## src/rtl/spi_brg_pkg.sv

```systemverilog
package spi_brg_pkg;
  localparam int unsigned DIV_W  = 8;
  localparam int unsigned EXP_W  = 2;
  localparam int unsigned PRE_W  = (1 << EXP_W) - 1;
  localparam int unsigned HALF_W = DIV_W + PRE_W + 1;
  localparam int unsigned RATE_W = 32;

  typedef struct packed {
    logic [DIV_W-1:0] div;
    logic [EXP_W-1:0] exp;
  } brg_cfg_t;
endpackage

```

## src/rtl/brg_prescale.sv

```systemverilog
module brg_prescale
  import spi_brg_pkg::*;
#(
  parameter int unsigned EW = EXP_W,
  localparam int unsigned CW = (1 << EW) - 1
) (
  input  logic          clk,
  input  logic          rst_n,
  input  logic          run,
  input  logic [EW-1:0] exp_q,
  output logic          strobe
);
  logic [CW-1:0] cnt;
  logic [CW-1:0] top;

  // Terminal count is 2^exp - 1; each mask bit is set when exp exceeds its index.
  genvar gi;
  generate
    for (gi = 0; gi < CW; gi++) begin : g_mask
      assign top[gi] = (exp_q > EW'(gi));
    end
  endgenerate

  assign strobe = run && (cnt == top);

  always_ff @(posedge clk or negedge rst_n) begin
    if (!rst_n)      cnt <= '0;
    else if (!run)   cnt <= '0;
    else if (strobe) cnt <= '0;
    else             cnt <= cnt + 1'b1;
  end

  a_r1_pre_in_range: assert property (@(posedge clk) disable iff (!rst_n)
    cnt <= top || $changed(exp_q));
  a_r3_pre_cleared: assert property (@(posedge clk) disable iff (!rst_n)
    !run |=> cnt == '0);
endmodule

```

## src/rtl/brg_divider.sv

```systemverilog
module brg_divider
  import spi_brg_pkg::*;
#(
  parameter int unsigned DW = DIV_W
) (
  input  logic          clk,
  input  logic          rst_n,
  input  logic          run,
  input  logic          strobe,
  input  logic [DW-1:0] div_q,
  output logic          wrap
);
  logic [DW-1:0] cnt;

  assign wrap = run && strobe && (cnt == div_q);

  always_ff @(posedge clk or negedge rst_n) begin
    if (!rst_n)      cnt <= '0;
    else if (!run)   cnt <= '0;
    else if (wrap)   cnt <= '0;
    else if (strobe) cnt <= cnt + 1'b1;
  end

  a_r3_div_cleared: assert property (@(posedge clk) disable iff (!rst_n)
    !run |=> cnt == '0);
  a_r1_div_holds: assert property (@(posedge clk) disable iff (!rst_n)
    (run && !strobe) |=> $stable(cnt));
endmodule

```

## src/rtl/brg_rate_info.sv

```systemverilog
module brg_rate_info
  import spi_brg_pkg::*;
#(
  parameter int unsigned FCLK_HZ = 200_000_000
) (
  input  brg_cfg_t           cfg,
  output logic [HALF_W-1:0]  half_len,
  output logic [RATE_W-1:0]  rate_hz,
  output logic [RATE_W-1:0]  rate_max_hz,
  output logic [RATE_W-1:0]  rate_min_hz
);
  localparam longint unsigned FCLK   = longint'(FCLK_HZ);
  localparam longint unsigned MAX_HALF = longint'(1 << DIV_W) << PRE_W;
  localparam longint unsigned FAST   = (FCLK + 1) / 2;
  localparam longint unsigned SLOW   = (FCLK + 2*MAX_HALF - 1) / (2*MAX_HALF);

  logic [RATE_W:0] num;
  logic [RATE_W:0] den;

  always_comb begin
    half_len = (HALF_W'(cfg.div) + HALF_W'(1)) << cfg.exp;
    den      = (RATE_W+1)'({half_len, 1'b0});
    num      = (RATE_W+1)'(FCLK) + den - (RATE_W+1)'(1);
    rate_hz  = RATE_W'(num / den);
  end

  assign rate_max_hz = RATE_W'(FAST);
  assign rate_min_hz = RATE_W'(SLOW);

  always_comb begin
    a_r7_half_nonzero: assert (half_len != '0);
  end
endmodule

```

## src/rtl/spi_bitrate_gen.sv

```systemverilog
module spi_bitrate_gen
  import spi_brg_pkg::*;
#(
  parameter int unsigned FCLK_HZ = 200_000_000
) (
  input  logic              clk,
  input  logic              rst_n,
  input  logic              run,
  input  logic [7:0]        div_n,
  input  logic [1:0]        pre_exp,
  output logic              tick,
  output logic [11:0]       half_len,
  output logic [31:0]       rate_hz,
  output logic [31:0]       rate_max_hz,
  output logic [31:0]       rate_min_hz
);
  brg_cfg_t cfg_in;
  brg_cfg_t cfg_q;
  logic     pre_strobe;
  logic     div_wrap;

  assign cfg_in.div = div_n;
  assign cfg_in.exp = pre_exp;

  // Holding registers follow the inputs only while disabled.
  always_ff @(posedge clk or negedge rst_n) begin
    if (!rst_n)    cfg_q <= '0;
    else if (!run) cfg_q <= cfg_in;
  end

  brg_prescale #(.EW(EXP_W)) u_pre (
    .clk    (clk),
    .rst_n  (rst_n),
    .run    (run),
    .exp_q  (cfg_q.exp),
    .strobe (pre_strobe)
  );

  brg_divider #(.DW(DIV_W)) u_div (
    .clk    (clk),
    .rst_n  (rst_n),
    .run    (run),
    .strobe (pre_strobe),
    .div_q  (cfg_q.div),
    .wrap   (div_wrap)
  );

  always_ff @(posedge clk or negedge rst_n) begin
    if (!rst_n) tick <= 1'b0;
    else        tick <= div_wrap;
  end

  brg_rate_info #(.FCLK_HZ(FCLK_HZ)) u_info (
    .cfg         (cfg_in),
    .half_len    (half_len),
    .rate_hz     (rate_hz),
    .rate_max_hz (rate_max_hz),
    .rate_min_hz (rate_min_hz)
  );

  a_r3_quiet_when_off: assert property (@(posedge clk) disable iff (!rst_n)
    !run |=> !tick);
  a_r4_cfg_frozen: assert property (@(posedge clk) disable iff (!rst_n)
    (run && $past(run)) |-> $stable(cfg_q));
  a_r1_single_pulse: assert property (@(posedge clk) disable iff (!rst_n)
    (tick && (cfg_q.div != '0 || cfg_q.exp != '0)) |=> !tick);
  a_r5_every_cycle: assert property (@(posedge clk) disable iff (!rst_n)
    (run && $past(run) && cfg_q.div == '0 && cfg_q.exp == '0) |-> tick);
endmodule

```

## config.mk

```make
export PLATFORM = sky130hd
export DESIGN_NAME = spi_bitrate_gen
export DESIGN_NICKNAME = d
export VERILOG_FILES = /design/src/rtl/spi_brg_pkg.sv /design/src/rtl/brg_prescale.sv /design/src/rtl/brg_divider.sv /design/src/rtl/brg_rate_info.sv /design/src/rtl/spi_bitrate_gen.sv
export SDC_FILE = /design/constraint.sdc
export NUM_CORES = 1
export LEC_CHECK = 0
export CORE_AREA = 2 2 279 281
export CTS_CLUSTER_SIZE = 40
export DETAILED_ROUTE_END_ITERATION = 10
export DIE_AREA = 0 0 281 283
export GPL_ROUTABILITY_DRIVEN = 0
export PLACE_DENSITY = 0.44
export RECOVER_POWER = 25
export SLEW_MARGIN = 5
export SYNTH_ARGS = -nofsm -noshare
export SYNTH_HDL_FRONTEND = slang
export SYNTH_SLANG_ARGS = --single-unit
```

## constraint.sdc

```tcl
create_clock -name clk -period 206.4 [get_ports clk]
set_clock_uncertainty 0.05 [all_clocks]
set_input_delay 41.28 -clock clk [delete_from_list [all_inputs] [get_ports clk]]
set_output_delay 41.28 -clock clk [all_outputs]
set_load 0.02 [all_outputs]
```

# After elaboration in Yosys (flattened, before gate mapping)
# Cells that the tools add are included.
# op_classes
div_mod_pow	1
magnitude_cmp	3
eq_ne	3
n_addsub	5
n_reduce_logical	3
shift	1
n_mux	5
# ops
op	count
divider 33 x 13 -> 33 bit	1
subtractor 33 x 1 -> 33 bit, second input constant	1
adder 28 x 13 -> 29 bit, first input constant	1
two-way mux 8 bit	3
left shift 12 x 2 -> 12 bit	1
adder 8 x 1 -> 9 bit, second input constant	1
adder 8 x 1 -> 8 bit, second input constant	1
equality test 8 bit	1
two-way mux 3 bit	2
> comparator 2 x 1 -> 1 bit, second input constant	2
adder 3 x 1 -> 3 bit, second input constant	1
equality test 3 bit	1
logical AND 1 bit	3
!= test 3 x 1 -> 1 bit, second input constant	1
> comparator 2 bit, second input constant	1
# word_totals
ff_bits	22
word_cells	26
in_bits	13
out_inout_bits	109

# Depth between registers and ports, before layout
# logic_depth
depth_word	7
ltp_mapped	489
ltp_nobuf	460

# Hierarchy
# Synthesis repeated with hierarchy kept, for this count alone.
# unflattened
cells_unflattened	3230
hier_area_um2	22978.3
# modules_own_cells
mod	area_per_inst_um2	instances	seq_area_each_um2	cells_per_inst
brg_rate_info	21844.7	1	0.0	3135
brg_divider	511.7	1	200.2	56
spi_bitrate_gen	436.7	1	275.3	22
brg_prescale	185.2	1	75.1	17

# Worst setup path after synthesis
# No wires, ideal clock.
# synth_timing
path_type	input to output
start	in div_n[0]
end	out rate_hz[0]
arrival_time_ns	133.220
path_stages	475
slack_ns	31.850
path_cell_list	ha_1 nor2_1 a21oi_1 a221oi_2 inv_2 nor3_1 and3_1 ha_1 o21ai_0 inv_1 and2_1 ha_1 o21a_1 nor3_1 o2bb2ai_1 nand2_1 nor2_1 ha_1 [... 439 more ...] a21oi_1 nor2b_1 o21ai_0 nand2b_1 a21oi_1 nor2b_1 o21ai_0 nand2b_1 a21oi_1 nor2b_1 o21ai_0 nand2b_1 a221o_1 a2111oi_0 o311ai_1 nor4_1 nand4_1 or4_1
# synth_between
elab_chain_len	5
# synth_rtl
item	line	text
from (decl)	spi_bitrate_gen.sv:9	input logic [7:0] div_n,
adder 8 x 1 -> 9 bit *	brg_rate_info.sv:21	half_len = (HALF_W'(cfg.div) + HALF_W'(1)) << cfg.exp;
left shift 12 x 2 -> 12 bit *	brg_rate_info.sv:21	
named net half_len[3]	spi_bitrate_gen.sv:12	output logic [11:0] half_len,
adder 28 x 13 -> 29 bit	brg_rate_info.sv:23	num = (RATE_W+1)'(FCLK) + den - (RATE_W+1)'(1);
subtractor 33 x 1 -> 33 bit	brg_rate_info.sv:23	
divider 33 x 13 -> 33 bit *	brg_rate_info.sv:24	rate_hz = RATE_W'(num / den);
to (decl)	spi_bitrate_gen.sv:13	output logic [31:0] rate_hz,
# The timed path passes the listed nets; every way through them passes the cells marked *.

# Worst setup path after layout
# layout_timing
start	in div_n[0]
end	out rate_hz[0]
# layout_between
elab_chain_len	5
# layout_rtl
item	line
adder 8 x 1 -> 9 bit *	brg_rate_info.sv:21
left shift 12 x 2 -> 12 bit *	brg_rate_info.sv:21
adder 28 x 13 -> 29 bit	brg_rate_info.sv:23
subtractor 33 x 1 -> 33 bit	brg_rate_info.sv:23
divider 33 x 13 -> 33 bit *	brg_rate_info.sv:24
# Every way passes the cells marked *; elsewhere a longest branch is shown, timed or not.

==> flow_metrics.env <==
export IMPL_status="finished clean"
export IMPL_synth_largest_area_cell="ha_1"
export IMPL_htree_levels=1
export IMPL_ant_nets=0
export IMPL_place_hpwl_um=59000
export IMPL_dp_cells=4306
export IMPL_clkTransAtPathRegs_ns=0.06
export IMPL_nNetsFinal=3601
export IMPL_hold_violations=0
export IMPL_min_period_ns=184.65
export IMPL_cp_arrival_ns=143.32
export IMPL_synthToLayoutAreaGrowth_pct=7.20
export IMPL_fp_dieW_um=281
export IMPL_crit_path_frequent_cell="o21a_1"
export IMPL_routed_wl_um=73100
export IMPL_ctsLongestPathBuffers=2
export IMPL_fp_dieH_um=283
export IMPL_grt_pass1_wl_um=122000
export IMPL_path_max_fanout=31
export IMPL_fp_row_count=102
export IMPL_synth_area_um2=22800
export IMPL_ys_warn_count=0
export IMPL_max_freq_mhz=5.42
export IMPL_dr_pass1_iters=6
export IMPL_yosysSeqAreaShare=0.0242
export IMPL_first_iter_violations=1378
export IMPL_synthArstFlopShare=1.00
export IMPL_start_util=0.297
export IMPL_rsz0062_at_grt="false"
export IMPL_grt_max_degree=44
export IMPL_grtUsageTotal=0.180
export IMPL_antenna_found_initial=0
export IMPL_finalSetupTns_ns=0
export IMPL_synth_ff_type="dfrtp_1"
export IMPL_cts_buffers=3
export IMPL_stdcell_count=4310
export IMPL_synth_cell_type_count=130
export IMPL_timing_final_ws_setup_ns=21.75
export IMPL_synth_top_cell_area_share=0.174
export IMPL_clk_latency_ns=0.26
export IMPL_post_cts_buffers=0
export IMPL_clock_sinks=22
export IMPL_yosys_register_bits=22
export IMPL_drive_gt1_frac=0.0835
export IMPL_grt_ovfl_total=0
export IMPL_cts_resized=0
export IMPL_critical_path_slowest_cell="clkdlybuf4s50_1"
export IMPL_netlist_instances=3259
export IMPL_maxSlewHeadroom=0.322
export IMPL_ctsHoldBuffers=0
export IMPL_diodes=0
export IMPL_vias=24000
export IMPL_cts_root_buf="clkbuf_16"
export IMPL_period_share=0.895
export IMPL_core_area_um2=76700
export IMPL_end_kind="output port"
export IMPL_routedWlPerCell_um=17.0
export IMPL_io_pins=122
export IMPL_hp_class="reg2reg"
export IMPL_drc=0
export IMPL_setup_viol=0
export IMPL_syn_area_per_cell_um2=6.99
export IMPL_synthTopCellsByArea="ha_1, o21a_1, nor2_1, nor3_1, nand2_1"
export IMPL_viasPerCell=5.57
export IMPL_grt_pass1_vias=22900
export IMPL_die_area_um2=79500
export IMPL_crit_required_ns=165.07
export IMPL_cts_tree="done"
export IMPL_worst_setup_path_type="in2out"
export IMPL_dp_slack_ns=21.83
export IMPL_crit_path_start_kind="input port"
export IMPL_tightest_slew_ns=1.01
export IMPL_maxCapViolations=0
export IMPL_fillerInstances=8345
export IMPL_drv_slew=0
export IMPL_cp_slowest_stage_delay_ns=0.84
export IMPL_portBuffers=57
export IMPL_synth_edf_count=0
## cell families (layout without fill, tap and decap cells)
kind of cell | count (synthesis) | count (layout) | share of synthesized area
other | 2 | 75 | 0.000330
adder cells (fa/ha/maj) | 319 | 319 | 0.175
AND/OR/NAND/NOR | 1331 | 1331 | 0.301
flip-flops | 22 | 22 | 0.0242
AO/OA/AOI/OAI | 1081 | 1081 | 0.339
buffers and inverters | 252 | 190 | 0.0548
multiplexers | 99 | 99 | 0.0474
XOR/XNOR | 153 | 153 | 0.0588
## layout make-up
class / instances / area (um^2) / area share
clock inverters: 1 / 30.0 / 0.00123
flip-flops and latches: 22 / 551 / 0.0225
clock buffers: 3 / 75.1 / 0.00307
inverters: 95 / 357 / 0.0146
repair buffers: 91 / 826 / 0.0338
multi-input cells: 3058 / 21300 / 0.871
well taps: 1040 / 1300 / 0.0533
## registers in the layout (all words and copies together), names as in the netlist
name / cells
cfg_q: 10
u_div.cnt: 8
u_pre.cnt: 3
tick: 1
## Yosys cell counts, types with 17 or more instances
cell type	instances
a21oi_1	199
o21ai_0	141
and3_1	37
buf_2	30
nor4_1	32
nor2_1	315
xor2_1	61
or2_2	49
a21boi_0	17
or3_1	43
o31ai_1	99
mux2i_1	28
o21a_1	190
ha_1	317
nand2b_1	44
dfrtp_1	22
nand3_1	91
and2_1	37
a31oi_1	40
nand2_1	283
o21ai_1	24
nor2b_1	27
inv_1	78
a21o_1	48
clkbuf_1	49
a211oi_1	20
o31a_1	20
nor3_1	218
o211ai_1	26
xnor2_1	92
nand4_1	39
buf_4	69
o22ai_1	18
mux2_2	67
## cells in the final DEF (no fill, tap or decap), types with 12 or more instances in the layout
| cell | instances |
|---|---|
| ha_1 | 317 |
| nor2_1 | 315 |
| nand2_1 | 282 |
| nor3_1 | 217 |
| a21oi_1 | 199 |
| o21a_1 | 189 |
| o21ai_0 | 141 |
| o31ai_1 | 99 |
| xnor2_1 | 92 |
| nand3_1 | 90 |
| inv_1 | 78 |
| conb_1 | 75 |
| mux2_2 | 67 |
| xor2_1 | 61 |
| clkdlybuf4s50_1 | 55 |
| or2_2 | 49 |
| a21o_1 | 48 |
| nand2b_1 | 44 |
| or3_1 | 42 |
| a31oi_1 | 40 |
| nand4_1 | 39 |
| and3_1 | 37 |
| and2_1 | 37 |
| buf_4 | 34 |
| nor4_1 | 32 |
| mux2i_1 | 28 |
| nor2b_1 | 27 |
| o211ai_1 | 26 |
| o21ai_1 | 24 |
| dfrtp_1 | 22 |
| o31a_1 | 20 |
| a211oi_1 | 20 |
| o22ai_1 | 18 |
| a21boi_0 | 17 |
| inv_2 | 16 |
| and4_1 | 14 |
| a211o_1 | 12 |
| or4_1 | 12 |
## per-layer routing
metal | GRT usage | wire length (um) | vias to the layer above
li1 | - | - | 12400
met1 | 0.259 | 37000 | 11100
met2 | 0.306 | 33300 | 419
met3 | 0.00717 | 2100 | 38
met4 | 0.0184 | 671 | 0
met5 | 0 | 0 | -
## worst paths after layout
check / startpoint / end / slack [ns] / cells after the start
max in group asynchronous: rst_n / cfg_q[1]$_DFFE_PN0N_ / 164.09 / 1
worst max register to register: cfg_q[0]$_DFFE_PN0N_ / u_div.cnt[5]$_DFFE_PN0P_ / 204.24 / 6
worst max-delay path: div_n[0] / rate_hz[0] / 21.75 / 454
worst min register to register: u_pre.cnt[0]$_DFF_PN0_ / u_pre.cnt[0]$_DFF_PN0_ / 0.44 / 1
worst min-delay path: u_pre.cnt[0]$_DFF_PN0_ / u_pre.cnt[0]$_DFF_PN0_ / 0.44 / 1
min in group asynchronous: rst_n / tick$_DFF_PN0_ / 41.60 / 1
## metrics by stage
step                 util  instance area, um^2  hold WS [ns]
floorplan               -                23100         0.402
global placement    0.317                24300         0.432
detailed placement  0.317                24300         0.434
CTS                 0.318                24400         0.443
global route        0.319                24400         0.476
finish              0.319                24400         0.439
## critical path: cells and delay by family
kind                       cells  cell delay [ns]
and+or+nand+nor              129            29.78
adders and majority gates     32             9.49
buffers and inverters         39             8.94
AOI/OAI and AO/OA            247            51.42
muxes                          5             1.92
xor gates and xnor gates       2             0.30
Power is left out: the tool's default activity adds up to more than one toggle a clock period on the data nets, which glitch-free logic cannot reach.
